## src/rtl/burst_conv_pkg.sv

```systemverilog
package burst_conv_pkg;

   // Width needed to hold values 0..n
   function automatic int cnt_width(input int n);
      return (n < 2) ? 1 : $clog2(n + 1);
   endfunction

   function automatic int max2(input int a, input int b);
      return (a > b) ? a : b;
   endfunction

endpackage

```

## src/rtl/bcc_ref_sync.sv

```systemverilog
module bcc_ref_sync #(
   parameter int STAGES = 2
) (
   input  logic clk,
   input  logic rst_n,
   input  logic ref_async,
   output logic ref_rise
);

   generate
      if (STAGES < 2) begin : g_bad_stages
         $error("bcc_ref_sync: STAGES must be at least 2");
      end
   endgenerate

   logic [STAGES-1:0] sr;
   logic              prev;

   generate
      for (genvar i = 0; i < STAGES; i++) begin : g_stage
         if (i == 0) begin : g_first
            always_ff @(posedge clk) begin
               if (!rst_n) sr[0] <= 1'b0;
               else        sr[0] <= ref_async;
            end
         end else begin : g_next
            always_ff @(posedge clk) begin
               if (!rst_n) sr[i] <= 1'b0;
               else        sr[i] <= sr[i-1];
            end
         end
      end
   endgenerate

   always_ff @(posedge clk) begin
      if (!rst_n) prev <= 1'b0;
      else        prev <= sr[STAGES-1];
   end

   assign ref_rise = sr[STAGES-1] & ~prev;

   // A detected edge can never last two cycles
   assert_rise_single_R1: assert property (@(posedge clk) disable iff (!rst_n)
      ref_rise |=> !ref_rise);

endmodule

```

## src/rtl/bcc_window_ctr.sv

```systemverilog
module bcc_window_ctr #(
   parameter int EDGES = 12
) (
   input  logic clk,
   input  logic rst_n,
   input  logic ref_rise,
   output logic win_start
);
   import burst_conv_pkg::*;

   localparam int EW = cnt_width(EDGES - 1);

   generate
      if (EDGES < 2) begin : g_bad_edges
         $error("bcc_window_ctr: EDGES must be at least 2");
      end
   endgenerate

   logic [EW-1:0] edge_cnt;

   always_ff @(posedge clk) begin
      if (!rst_n) begin
         edge_cnt  <= '0;
         win_start <= 1'b0;
      end else begin
         win_start <= 1'b0;
         if (ref_rise) begin
            if (edge_cnt == EW'(EDGES - 1)) begin
               edge_cnt  <= '0;
               win_start <= 1'b1;
            end else begin
               edge_cnt <= edge_cnt + 1'b1;
            end
         end
      end
   end

   assert_cnt_range_R1: assert property (@(posedge clk) disable iff (!rst_n)
      edge_cnt <= EW'(EDGES - 1));

   assert_strobe_width_R1: assert property (@(posedge clk) disable iff (!rst_n)
      win_start |=> !win_start);

   assert_strobe_cause_R1: assert property (@(posedge clk) disable iff (!rst_n)
      $rose(win_start) |-> $past(ref_rise));

endmodule

```

## src/rtl/bcc_burst_gen.sv

```systemverilog
module bcc_burst_gen #(
   parameter int DIV     = 3,
   parameter int LONG_N  = 16,
   parameter int SHORT_N = 15
) (
   input  logic clk,
   input  logic rst_n,
   input  logic win_start,
   input  logic burst_sel,
   output logic burst_clk
);
   import burst_conv_pkg::*;

   localparam int PW = cnt_width(DIV - 1);
   localparam int CW = cnt_width(max2(LONG_N, SHORT_N));

   generate
      if (DIV < 2) begin : g_bad_div
         $error("bcc_burst_gen: DIV must be at least 2");
      end
      if (LONG_N < 1 || SHORT_N < 1) begin : g_bad_len
         $error("bcc_burst_gen: burst lengths must be positive");
      end
   endgenerate

   logic          active;
   logic [PW-1:0] phase;
   logic [CW-1:0] pcnt;
   logic [CW-1:0] tgt;

   always_ff @(posedge clk) begin
      if (!rst_n) begin
         active <= 1'b0;
         phase  <= '0;
         pcnt   <= '0;
         tgt    <= CW'(LONG_N);
      end else if (win_start) begin
         active <= 1'b1;
         phase  <= '0;
         pcnt   <= '0;
         tgt    <= burst_sel ? CW'(SHORT_N) : CW'(LONG_N);
      end else if (active) begin
         if (phase == PW'(DIV - 1)) begin
            phase <= '0;
            pcnt  <= pcnt + 1'b1;
            if (pcnt == tgt - 1'b1) active <= 1'b0;
         end else begin
            phase <= phase + 1'b1;
         end
      end
   end

   assign burst_clk = active && (phase == '0);

   assert_pulse_width_R4: assert property (@(posedge clk) disable iff (!rst_n)
      burst_clk |=> !burst_clk);

   assert_no_overrun_R5: assert property (@(posedge clk) disable iff (!rst_n)
      pcnt <= tgt);

   assert_idle_after_R5: assert property (@(posedge clk) disable iff (!rst_n)
      (!active && !win_start) |=> !burst_clk);

   assert_sel_hold_R6: assert property (@(posedge clk) disable iff (!rst_n)
      !win_start |=> $stable(tgt));

endmodule

```

## src/rtl/burst_clk_conv.sv

```systemverilog
module burst_clk_conv #(
   parameter int SYNC_STAGES  = 2,
   parameter int WINDOW_EDGES = 12,
   parameter int CLK_DIV      = 3,
   parameter int LONG_BURST   = 16,
   parameter int SHORT_BURST  = 15
) (
   input  logic clk_sys,
   input  logic rst_n,
   input  logic ref_clk_in,
   input  logic burst_sel,
   output logic burst_clk,
   output logic win_start
);

   logic ref_rise;

   bcc_ref_sync #(.STAGES(SYNC_STAGES)) u_sync (
      .clk       (clk_sys),
      .rst_n     (rst_n),
      .ref_async (ref_clk_in),
      .ref_rise  (ref_rise)
   );

   bcc_window_ctr #(.EDGES(WINDOW_EDGES)) u_win (
      .clk       (clk_sys),
      .rst_n     (rst_n),
      .ref_rise  (ref_rise),
      .win_start (win_start)
   );

   bcc_burst_gen #(
      .DIV     (CLK_DIV),
      .LONG_N  (LONG_BURST),
      .SHORT_N (SHORT_BURST)
   ) u_burst (
      .clk       (clk_sys),
      .rst_n     (rst_n),
      .win_start (win_start),
      .burst_sel (burst_sel),
      .burst_clk (burst_clk)
   );

   // no output activity while reset is held
   assert_reset_quiet_R7: assert property (@(posedge clk_sys)
      !rst_n |=> (!burst_clk && !win_start));

endmodule

```

## config.mk

```make
export PLATFORM = sky130hd
export DESIGN_NAME = burst_clk_conv
export DESIGN_NICKNAME = d
export VERILOG_FILES = /design/src/rtl/burst_conv_pkg.sv /design/src/rtl/bcc_ref_sync.sv /design/src/rtl/bcc_window_ctr.sv /design/src/rtl/bcc_burst_gen.sv /design/src/rtl/burst_clk_conv.sv
export SDC_FILE = /design/constraint.sdc
export NUM_CORES = 1
export LEC_CHECK = 0
export BUFFER_PORTS_ARGS = -buffer_cell sky130_fd_sc_hd__buf_4
export CAP_MARGIN = 0
export CORE_MARGIN = 3
export CORE_UTILIZATION = 55
export CTS_CLUSTER_DIAMETER = 100
export CTS_CLUSTER_SIZE = 16
export DETAILED_ROUTE_END_ITERATION = 10
export PLACE_DENSITY = 0.74
export SLEW_MARGIN = 20
export SYNTH_ARGS = -nofsm -noshare
export SYNTH_HDL_FRONTEND = slang
export SYNTH_SLANG_ARGS = --single-unit
```

## constraint.sdc

```tcl
create_clock -name clk_sys -period 2.3 [get_ports clk_sys]
set_clock_uncertainty 0.1 [all_clocks]
set_input_delay 0.46 -clock clk_sys [delete_from_list [all_inputs] [get_ports clk_sys]]
set_output_delay 0.46 -clock clk_sys [all_outputs]
set_load 0.1 [all_outputs]
```

==> results of run 1 <==
-- cell type report --
cell class                 instances  area, sq um
clock buffer                       4         36.3
fill                             107          350
inverter                           2         7.51
multi-input combinational         59          377
sequential                        18          360
tap                               14         17.5
timing repair buffer               5         37.5
-- report_power, final --
part           switching [mW]  internal (mW)
sequential            0.00174          0.315
clock                  0.0983         0.0964
combinational         0.00784        0.00704
-- worst paths after layout --
kind / startpoint / end / slack (ns) / depth (start not counted)
hold reg to reg: u_sync.sr[0] / u_sync.sr[1] / 0.35 / 1
setup / recovery: u_burst.active / burst_clk / 0.50 / 2
hold / removal: ref_clk_in / u_sync.sr[0] / 0.27 / 2
setup reg to reg: u_burst.pcnt[0] / u_burst.pcnt[4] / 0.86 / 4
-- Yosys cell counts, drive strengths merged --
cell type / instances / area share
nand2: 9 / 0.045
inv: 2 / 0.010
a211o: 1 / 0.012
or3: 2 / 0.017
nand2b: 4 / 0.034
a21oi: 5 / 0.034
xor2: 3 / 0.035
and2: 3 / 0.025
nand4b: 1 / 0.012
and3: 1 / 0.0084
a21boi: 4 / 0.040
o21ai: 4 / 0.027
o21a: 1 / 0.010
o211ai: 1 / 0.010
nor2b: 2 / 0.017
mux2i: 2 / 0.027
nand3b: 1 / 0.010
dfxtp: 18 / 0.48
nor3b: 2 / 0.020
nor2: 5 / 0.025
clkbuf: 1 / 0.0050
nand3: 1 / 0.0067
nor3: 2 / 0.013
ha: 2 / 0.034
and3b: 2 / 0.025
a41oi: 1 / 0.012
-- worst max-delay path, stage by stage, from the launching register on --
cell	delay, ns
dfxtp_1	0.40
nor3b_2	0.22
buf_4	0.32
-- sequential cells by signal (all words and copies together) (netlist names) --
signal / count
u_burst.pcnt: 5
u_win.edge_cnt: 4
u_burst.phase: 2
u_burst.tgt: 2
u_sync.sr: 2
u_burst.active: 1
u_sync.prev: 1
u_win.win_start: 1
-- metrics by stage --
step	utilization	cell area [sq um]	setup slack, ns	power [mW]
floorplan	-	748	0.126	0.332
global placement	0.674	800	0.863	0.338
detailed placement	0.674	800	0.814	0.339
CTS	0.705	836	0.491	0.534
global route	0.705	836	0.381	0.545
finish	0.705	836	0.504	0.526
-- layer usage --
| layer | global-route usage | up-vias |
|---|---|---|
| met1 | 0.217 | 244 |
| met3 | 0.0297 | 4 |
| met5 | 0 | - |
| met4 | 0.0932 | 0 |
| li1 | - | 293 |
| met2 | 0.231 | 22 |
-- cell families (layout without fill, tap and decap cells) --
logic type                 after synthesis  count (layout)  synth area share
AOI/OAI and AO/OA                       17              17             0.145
xor gates and xnor gates                 3               3            0.0354
adders and majority gates                2               2            0.0337
buffers and inverters                    3              11            0.0152
DFF                                     18              18             0.485
muxes                                    2               2            0.0269
and+or+nand+nor                         35              35             0.259
==> summary.txt, run 1 <==
CTS Hold Buffers Added: 0
leakage: 0.335 nW
synthesized flop and latch total: 18
Die Y: 42.8 um
initial core utilization: 0.627
RSZ-0062 raised after global routing: no
min cycle time layout: 1.80 ns
crit path launch type: register
Metal-1 WL: 637 um
Max Cap Viol: 0
VDD IR max: 0.420 mV
Top Layer Used: met4
Crit Path Category: register to primary output
hpwl dp: 941 um
commonest non-fill, non-tap cell in the layout: dfxtp_1
CTS tree: built
Synth warnings: 0
final WL: 1.27 mm
antenna cell count: 0
share of layout cells above drive strength 1: 0.125
vias per cell: 5.52
met3 wire len: 82 um
Post-CTS Resized: 0
vias in the first global route: 515
worst hold-check path type: input port to register
Layout area overhead: 12.5%
Setup crit end kind: primary output
placed cell count: 98
total global-route track usage: 0.159
postcts setup bufs: 0
GPL Wtd Cong: 0.739
worst path required time: 1.74 ns
antenna violations before repair: 0
CTS sink cnt: 18
final cycle utilization of the critical path: 0.781
# rows: 12
Mapped Nets: 86
Power Density: 629 mW/mm^2
clk_lat worst skew: 0.29 ns
Reg clk slew, reported paths: 0.10 ns
1st-iter DRT viols: 6
met2 WL: 518 um
first-pass GRT wire length: 2.21 mm
final std cells w/o fill: 102
outcome: completed
clock buffer depth: 2
die width: 42.8 um
Num CTS Buffers: 3
most frequent cells in the layout: dfxtp_1, nand2_1, a21oi_1, nor2_1, buf_4
setup TNS: 0 ns
Synth Cell Area: 743 sq um
Die ar.: 0.00183 sq mm
WP data arrival: 1.24 ns
largest net degree at the start of global routing: 13
Root Driver: clkbuf_4
Seq/Total Area, Yosys: 0.485
1st-pass router iterations: 4
Post-Syn Instances: 80
grt ovf: 0
WL/cell: 12.4 um
htree depth: 1
Rel. slew slack: 0.823
Synth Area per Inst: 9.29 sq um
PortBufs: 5
Routed Antenna Nets: 0
Critical Path Fanout Max: 6
Final Hold Fails: 0
Remaining DRCs: 0
Nets: 95
Slew Limit Fails: 0
Via Count: 563
Least-Margin Pin Slew: 0.265 ns
Max Clock Freq: 0.557 GHz
Yosys cell types: 27
final setup fails: 0
core area: 0.00119 sq mm
I/O pin cnt: 6
hold_ws: 0.270 ns
Power figures use the tool's default switching activity.
==> run 2, diff against run 1 <==
==> constraint.sdc (replaced) <==
create_clock -name clk_sys -period 1.8 [get_ports clk_sys]
set_clock_uncertainty 0.1 [all_clocks]
set_input_delay 0.36 -clock clk_sys [delete_from_list [all_inputs] [get_ports clk_sys]]
set_output_delay 0.36 -clock clk_sys [all_outputs]
set_load 0.1 [all_outputs]
==> run 2 against run 1 <==
  * Non-clock buffer count did not move
  * Critical path depth unchanged
  * Core utilization grew 0.53 points
  * Critical path type unchanged
==> summary.txt, run 2 (same netlist as run 1, synthesis figures left out) <==
outcome: completed
Via Count: 553 (-1.8%)
RSZ-0062 raised after global routing: no
max reg flops: 5 (unchanged)
initial core utilization: 0.627 (unchanged)
Power Density: 791 mW/mm^2 (+26%)
# rows: 12 (unchanged)
Nets: 95 (unchanged)
Critical Path Fanout Max: 6 (unchanged)
Max Cap Viol: 0 (unchanged)
Final Hold Fails: 0 (unchanged)
worst hold-check path type: input port to register
most frequent cells in the layout: dfxtp_1, nand2_1, a21oi_1, nor2_1, buf_4
Rel. slew slack: 0.818 (-0.00505)
Slew Limit Fails: 0 (unchanged)
share of layout cells above drive strength 1: 0.125 (unchanged)
1st-pass router iterations: 4 (unchanged)
Reg clk slew, reported paths: 0.10 ns (about the same)
Worst Path Buf+Inv: 1 (unchanged)
setup TNS: 0 ns (unchanged)
Max Clock Freq: 0.588 GHz
CTS sink cnt: 18 (unchanged)
largest net degree at the start of global routing: 13 (unchanged)
GPL Wtd Cong: 0.764 (+3.5%)
slowest stage cell, crit path: dfxtp_1
antenna cell count: 0 (unchanged)
CTS tree: built
Top Layer Used: met4
clk_lat worst skew: 0.29 ns (about the same)
crit path launch type: register
final WL: 1.19 mm (-6.4%)
1st-iter DRT viols: 13 (+7)
WL/cell: 11.6 um (-6.4%)
clock buffer depth: 2 (unchanged)
leakage: 0.333 nW (-0.82%)
Least-Margin Pin Slew: 0.273 ns (+0.00756 ns)
postcts setup bufs: 0 (unchanged)
hpwl dp: 835 um (-11%)
first-pass GRT wire length: 2.22 mm (+0.59%)
final setup margin: 0.0986 ns (-0.406 ns)
CTS Hold Buffers Added: 0 (unchanged)
Metal-1 WL: 664 um (+4.2%)
Die ar.: 0.00183 sq mm (unchanged)
htree depth: 1 (unchanged)
met2 WL: 466 um (-10%)
die width: 42.8 um (unchanged)
VDD IR max: 0.546 mV (+30%)
worst-path cell chain: nor3b_4 -> buf_4
Finished Cell Area: 842 sq um (+0.75%)
Layout area overhead: 13.3%
Root Driver: clkbuf_4
worst slack, placed: 0.422 ns (-0.391 ns)
commonest non-fill, non-tap cell in the layout: dfxtp_1
Num CTS Buffers: 3 (unchanged)
Die Y: 42.8 um (unchanged)
I/O pin cnt: 6 (unchanged)
Crit Path Category: register to primary output
Routed Antenna Nets: 0 (unchanged)
Slowest Stage Delay on Critical Path: 0.42 ns (+0.02 ns)
WP data arrival: 1.24 ns (about the same)
Placed Instance Area: 806 sq um (+0.78%)
Remaining DRCs: 0 (unchanged)
PortBufs: 5 (unchanged)
CP delay by family, top: flip-flops
final cycle utilization of the critical path: 0.945
total global-route track usage: 0.163 (+0.00363)
vias per cell: 5.42 (-1.8%)
core area: 0.00119 sq mm (unchanged)
worst path required time: 1.34 ns (-0.40 ns)
final setup fails: 0 (unchanged)
antenna violations before repair: 0 (unchanged)
min cycle time layout: 1.70 ns
grt ovf: 0 (unchanged)
Most flops, register: u_burst.pcnt
Post-CTS Resized: 0 (unchanged)
vias in the first global route: 501 (-2.7%)
Top Registers: u_burst.pcnt: 5 flops, u_win.edge_cnt: 4 flops
Setup crit end kind: primary output
met3 wire len: 47 um (-43%)
## run 2: cell counts in the layout (fill, tap and decap cells not counted)
Identical to the previous run, type by type.
## run 2: worst register-to-register path, stage by stage (launching register included)
cell	delay [ns]
dfxtp_1	0.41
ha_1	0.17
nand4b_1	0.17
or3_1	0.39
a21oi_1	0.14
## run 2: area by class of cell
class                      count  area (sq um)
multi-input combinational     59           383
tap                           14          17.5
clock buffer                   4          36.3
timing repair buffer           5          37.5
inverter                       2          7.51
sequential                    18           360
fill                         107           344
## run 2: power breakdown
group / switching (mW) / leakage [nW] / internal [mW] / total (mW)
logic: 0.00979 / 0.166 / 0.00903 / 0.0188
registers: 0.00235 / 0.146 / 0.402 / 0.404
clock network: 0.120 / 0.0210 / 0.123 / 0.243
## run 2: path summary, 6_finish.rpt
path,startpoint,endpoint,slack [ns],cells past startpoint
min,ref_clk_in,u_sync.sr[0],0.18,2
max,u_burst.active,burst_clk,0.1,2
min reg2reg,u_sync.sr[0],u_sync.sr[1],0.35,1
max reg2reg,u_burst.pcnt[0],u_burst.pcnt[4],0.37,4
## run 2: stage by stage
step	utilization	power, mW	std cells	hold slack (ns)
2_1_floorplan	-	0.424	80	0.312
3_3_place_gp	0.679	0.432	98	0.315
3_5_place_dp	0.679	0.433	98	0.337
4_1_cts	0.710	0.681	102	0.168
5_1_grt	0.710	0.696	102	0.163
6_report	0.710	0.666	102	0.179
## run 2: layer usage
metal,vias to the layer above,GRT usage
li1,292,-
met1,249,0.231
met2,10,0.213
met3,2,0.0763
met4,0,0.0559
met5,-,0
==> run 3, diff against run 2 <==
--- a/config.mk
+++ b/config.mk
@@ -5,6 +5,7 @@
 export SDC_FILE = /design/constraint.sdc
 export NUM_CORES = 1
 export LEC_CHECK = 0
+export ABC_AREA = 1
 export BUFFER_PORTS_ARGS = -buffer_cell sky130_fd_sc_hd__buf_4
 export CAP_MARGIN = 0
 export CORE_MARGIN = 3
@@ -12,7 +13,7 @@
 export CTS_CLUSTER_DIAMETER = 100
 export CTS_CLUSTER_SIZE = 16
 export DETAILED_ROUTE_END_ITERATION = 10
-export PLACE_DENSITY = 0.74
+export PLACE_DENSITY = 0.76
 export SLEW_MARGIN = 20
 export SYNTH_ARGS = -nofsm -noshare
 export SYNTH_HDL_FRONTEND = slang
==> constraint.sdc (replaced) <==
create_clock -name clk_sys -period 1.79 [get_ports clk_sys]
set_clock_uncertainty 0.1 [all_clocks]
set_input_delay 0.358 -clock clk_sys [delete_from_list [all_inputs] [get_ports clk_sys]]
set_output_delay 0.358 -clock clk_sys [all_outputs]
set_load 0.1 [all_outputs]
==> run 3 against run 2 <==
  * Final area rose by 4.0%
  * Core utilization rose by 1.0 points
  * Sequential power rose by 1%
  * Worst hold slack got worse by 0.027 ns
  * Worst setup slack improved by 0.022 ns
==> summary.txt, run 3 <==
clk_lat worst skew: 0.28 ns (about the same)
area fraction of the dominant cell type after synthesis: 0.466 (-0.0188)
Nets: 112 (+18%)
WL/cell: 9.81 um (-16%)
CTS sink cnt: 18 (unchanged)
worst path required time: 1.33 ns (about the same)
antenna cell count: 0 (unchanged)
first-pass GRT wire length: 2.06 mm (-7.4%)
final setup fails: 0 (unchanged)
hpwl dp: 931 um (+11%)
grt ovf: 0 (unchanged)
synthesized flop and latch total: 18 (unchanged)
final WL: 1.17 mm (-1.8%)
Seq/Total Area, Yosys: 0.466 (-0.0188)
postcts setup bufs: 0 (unchanged)
Final Hold Fails: 0 (unchanged)
Least-Margin Pin Slew: 0.279 ns (+0.00595 ns)
most frequent cells in the layout: nand2_1, dfxtp_1, inv_1
RSZ-0062 raised after global routing: no
worst reg2reg path depth: 6 (+2)
Post-Syn Instances: 96 (+20%)
CTS Hold Buffers Added: 0 (unchanged)
Remaining DRCs: 0 (unchanged)
Critical Path Fanout Max: 4 (-2)
top cells by area, synth: dfxtp_1, nand2_1, inv_1
Post-CTS Resized: 0 (unchanged)
Root Driver: clkbuf_4
Synth Cell Area: 773 sq um (+4.0%)
Synth warnings: 0 (unchanged)
total global-route track usage: 0.142 (-0.0205)
worst hold-check path type: input port to register
vias per cell: 4.89 (-9.8%)
Crit Path Category: register to primary output
core area: 0.00122 sq mm (+2.5%)
Finished Cell Area: 876 sq um (+4.0%)
1st-iter DRT viols: 10 (-3)
Max Clock Freq: 0.599 GHz
worst slack, placed: 0.435 ns (+0.0126 ns)
Worst Hold End: u_sync.sr[0]
Setup crit end kind: primary output
vias in the first global route: 500 (-0.20%)
final setup margin: 0.120 ns (+0.0218 ns)
Most flops, register: u_burst.pcnt
1st-pass router iterations: 3 (-1)
Reg clk slew, reported paths: 0.10 ns (about the same)
count leader, synth: nand2_1
Die Y: 43.5 um (+1.7%)
share of layout cells above drive strength 1: 0.190 (+0.0655)
setup TNS: 0 ns (unchanged)
asr flop ratio synth: 0 (unchanged)
Routed Antenna Nets: 0 (unchanged)
final cycle utilization of the critical path: 0.933
# rows: 12 (unchanged)
placed cell count: 115 (+17%)
post-synth top area cell: dfxtp_1
WP data arrival: 1.21 ns (-0.03 ns)
Top Registers: u_burst.pcnt: 5 flops, u_win.edge_cnt: 4 flops
R2R setup slack: 0.61 ns (+0.24 ns)
antenna violations before repair: 0 (unchanged)
synth cell count leaders: nand2_1, dfxtp_1, inv_1
number of flops mapped to enable cells by yosys: 0 (unchanged)
Num CTS Buffers: 3 (unchanged)
commonest non-fill, non-tap cell in the layout: nand2_1
Power Density: 776 mW/mm^2 (-1.9%)
FF-to-FF End: u_burst.pcnt[4]
clock buffer depth: 2 (unchanged)
Layout area overhead: 13.3% (about the same)
Synth Area per Inst: 8.05 sq um (-13%)
Yosys cell types: 24 (-11%)
r2r startpoint: u_burst.phase[1]
final core utilization: 0.720 (+0.0102)
largest net degree at the start of global routing: 11 (-2)
I/O pin cnt: 6 (unchanged)
min cycle time layout: 1.67 ns
hold_sp: ref_clk_in
Die ar.: 0.00189 sq mm (+3.5%)
crit path launch type: register
predominant post-synthesis flop cell: dfxtp_1
max reg flops: 5 (unchanged)
hold depth: 3 (+1)
Placed Instance Area: 840 sq um (+4.2%)
GPL Wtd Cong: 0.708 (-7.4%)
Via Count: 582 (+5.2%)
CTS tree: built
Rel. slew slack: 0.816 (-0.00207)
PortBufs: 5 (unchanged)
Mapped Nets: 102 (+19%)
VDD IR max: 0.615 mV (+13%)
initial core utilization: 0.636 (+0.00922)
leakage: 0.384 nW (+15%)
final std cells w/o fill: 119 (+17%)
htree depth: 1 (unchanged)
Slew Limit Fails: 0 (unchanged)
die width: 43.5 um (+1.7%)
Max Cap Viol: 0 (unchanged)
outcome: completed
run 3: how the worst max path moves through the flow:
stage               depth (start not counted)         to            from
global route                                3  burst_clk  u_burst.active
CTS                                         3  burst_clk  u_burst.active
detailed placement                          3  burst_clk  u_burst.active
finish                                      3  burst_clk  u_burst.active
floorplan                                   2  burst_clk  u_burst.active
global placement                            3  burst_clk  u_burst.active
run 3: per-stage QoR:
| stage | power (mW) | hold slack (ns) |
|---|---|---|
| 6_report | 0.680 | 0.151 |
| 5_1_grt | 0.703 | 0.179 |
| 4_1_cts | 0.687 | 0.145 |
| 3_5_place_dp | 0.447 | 0.304 |
| 3_3_place_gp | 0.446 | 0.309 |
| 2_1_floorplan | 0.436 | 0.290 |
run 3: layout make-up:
cell class | count | area [sq um]
clock buffers | 4 | 36.3
multi-input cells | 61 | 359
flip-flops and latches | 18 | 360
well taps | 14 | 17.5
repair buffers | 5 | 37.5
fillers | 109 | 340
inverters | 17 | 65.1
run 3: worst max-delay path: stages, from the launching register on:
cell     delay (ns)
dfxtp_1        0.38
inv_1          0.11
nor3_4         0.13
buf_4          0.31
run 3: power by group:
group | total, mW | leakage (nW) | switching (mW) | internal (mW)
sequential | 0.409 | 0.146 | 0.00360 | 0.406
combinational | 0.0285 | 0.217 | 0.0158 | 0.0127
clock | 0.242 | 0.0210 | 0.118 | 0.124
total | 0.680 | 0.384 | 0.138 | 0.542
run 3: per-layer routing:
metal / up-vias / part of all wire / GRT usage
met4: 0 / 0.0069 / 0.0542
met3: 2 / 0.030 / 0.0249
met2: 5 / 0.42 / 0.215
met5: - / 0 / 0
met1: 250 / 0.54 / 0.202
li1: 325 / - / -
run 3: kinds of logic after synthesis:
kind of cell | synth area share
adder cells (fa/ha/maj) | 0.0324
AO/OA/AOI/OAI | 0.123
buffers and inverters | 0.0841
AND/OR/NAND/NOR | 0.261
XOR/XNOR | 0.0340
flip-flops | 0.466
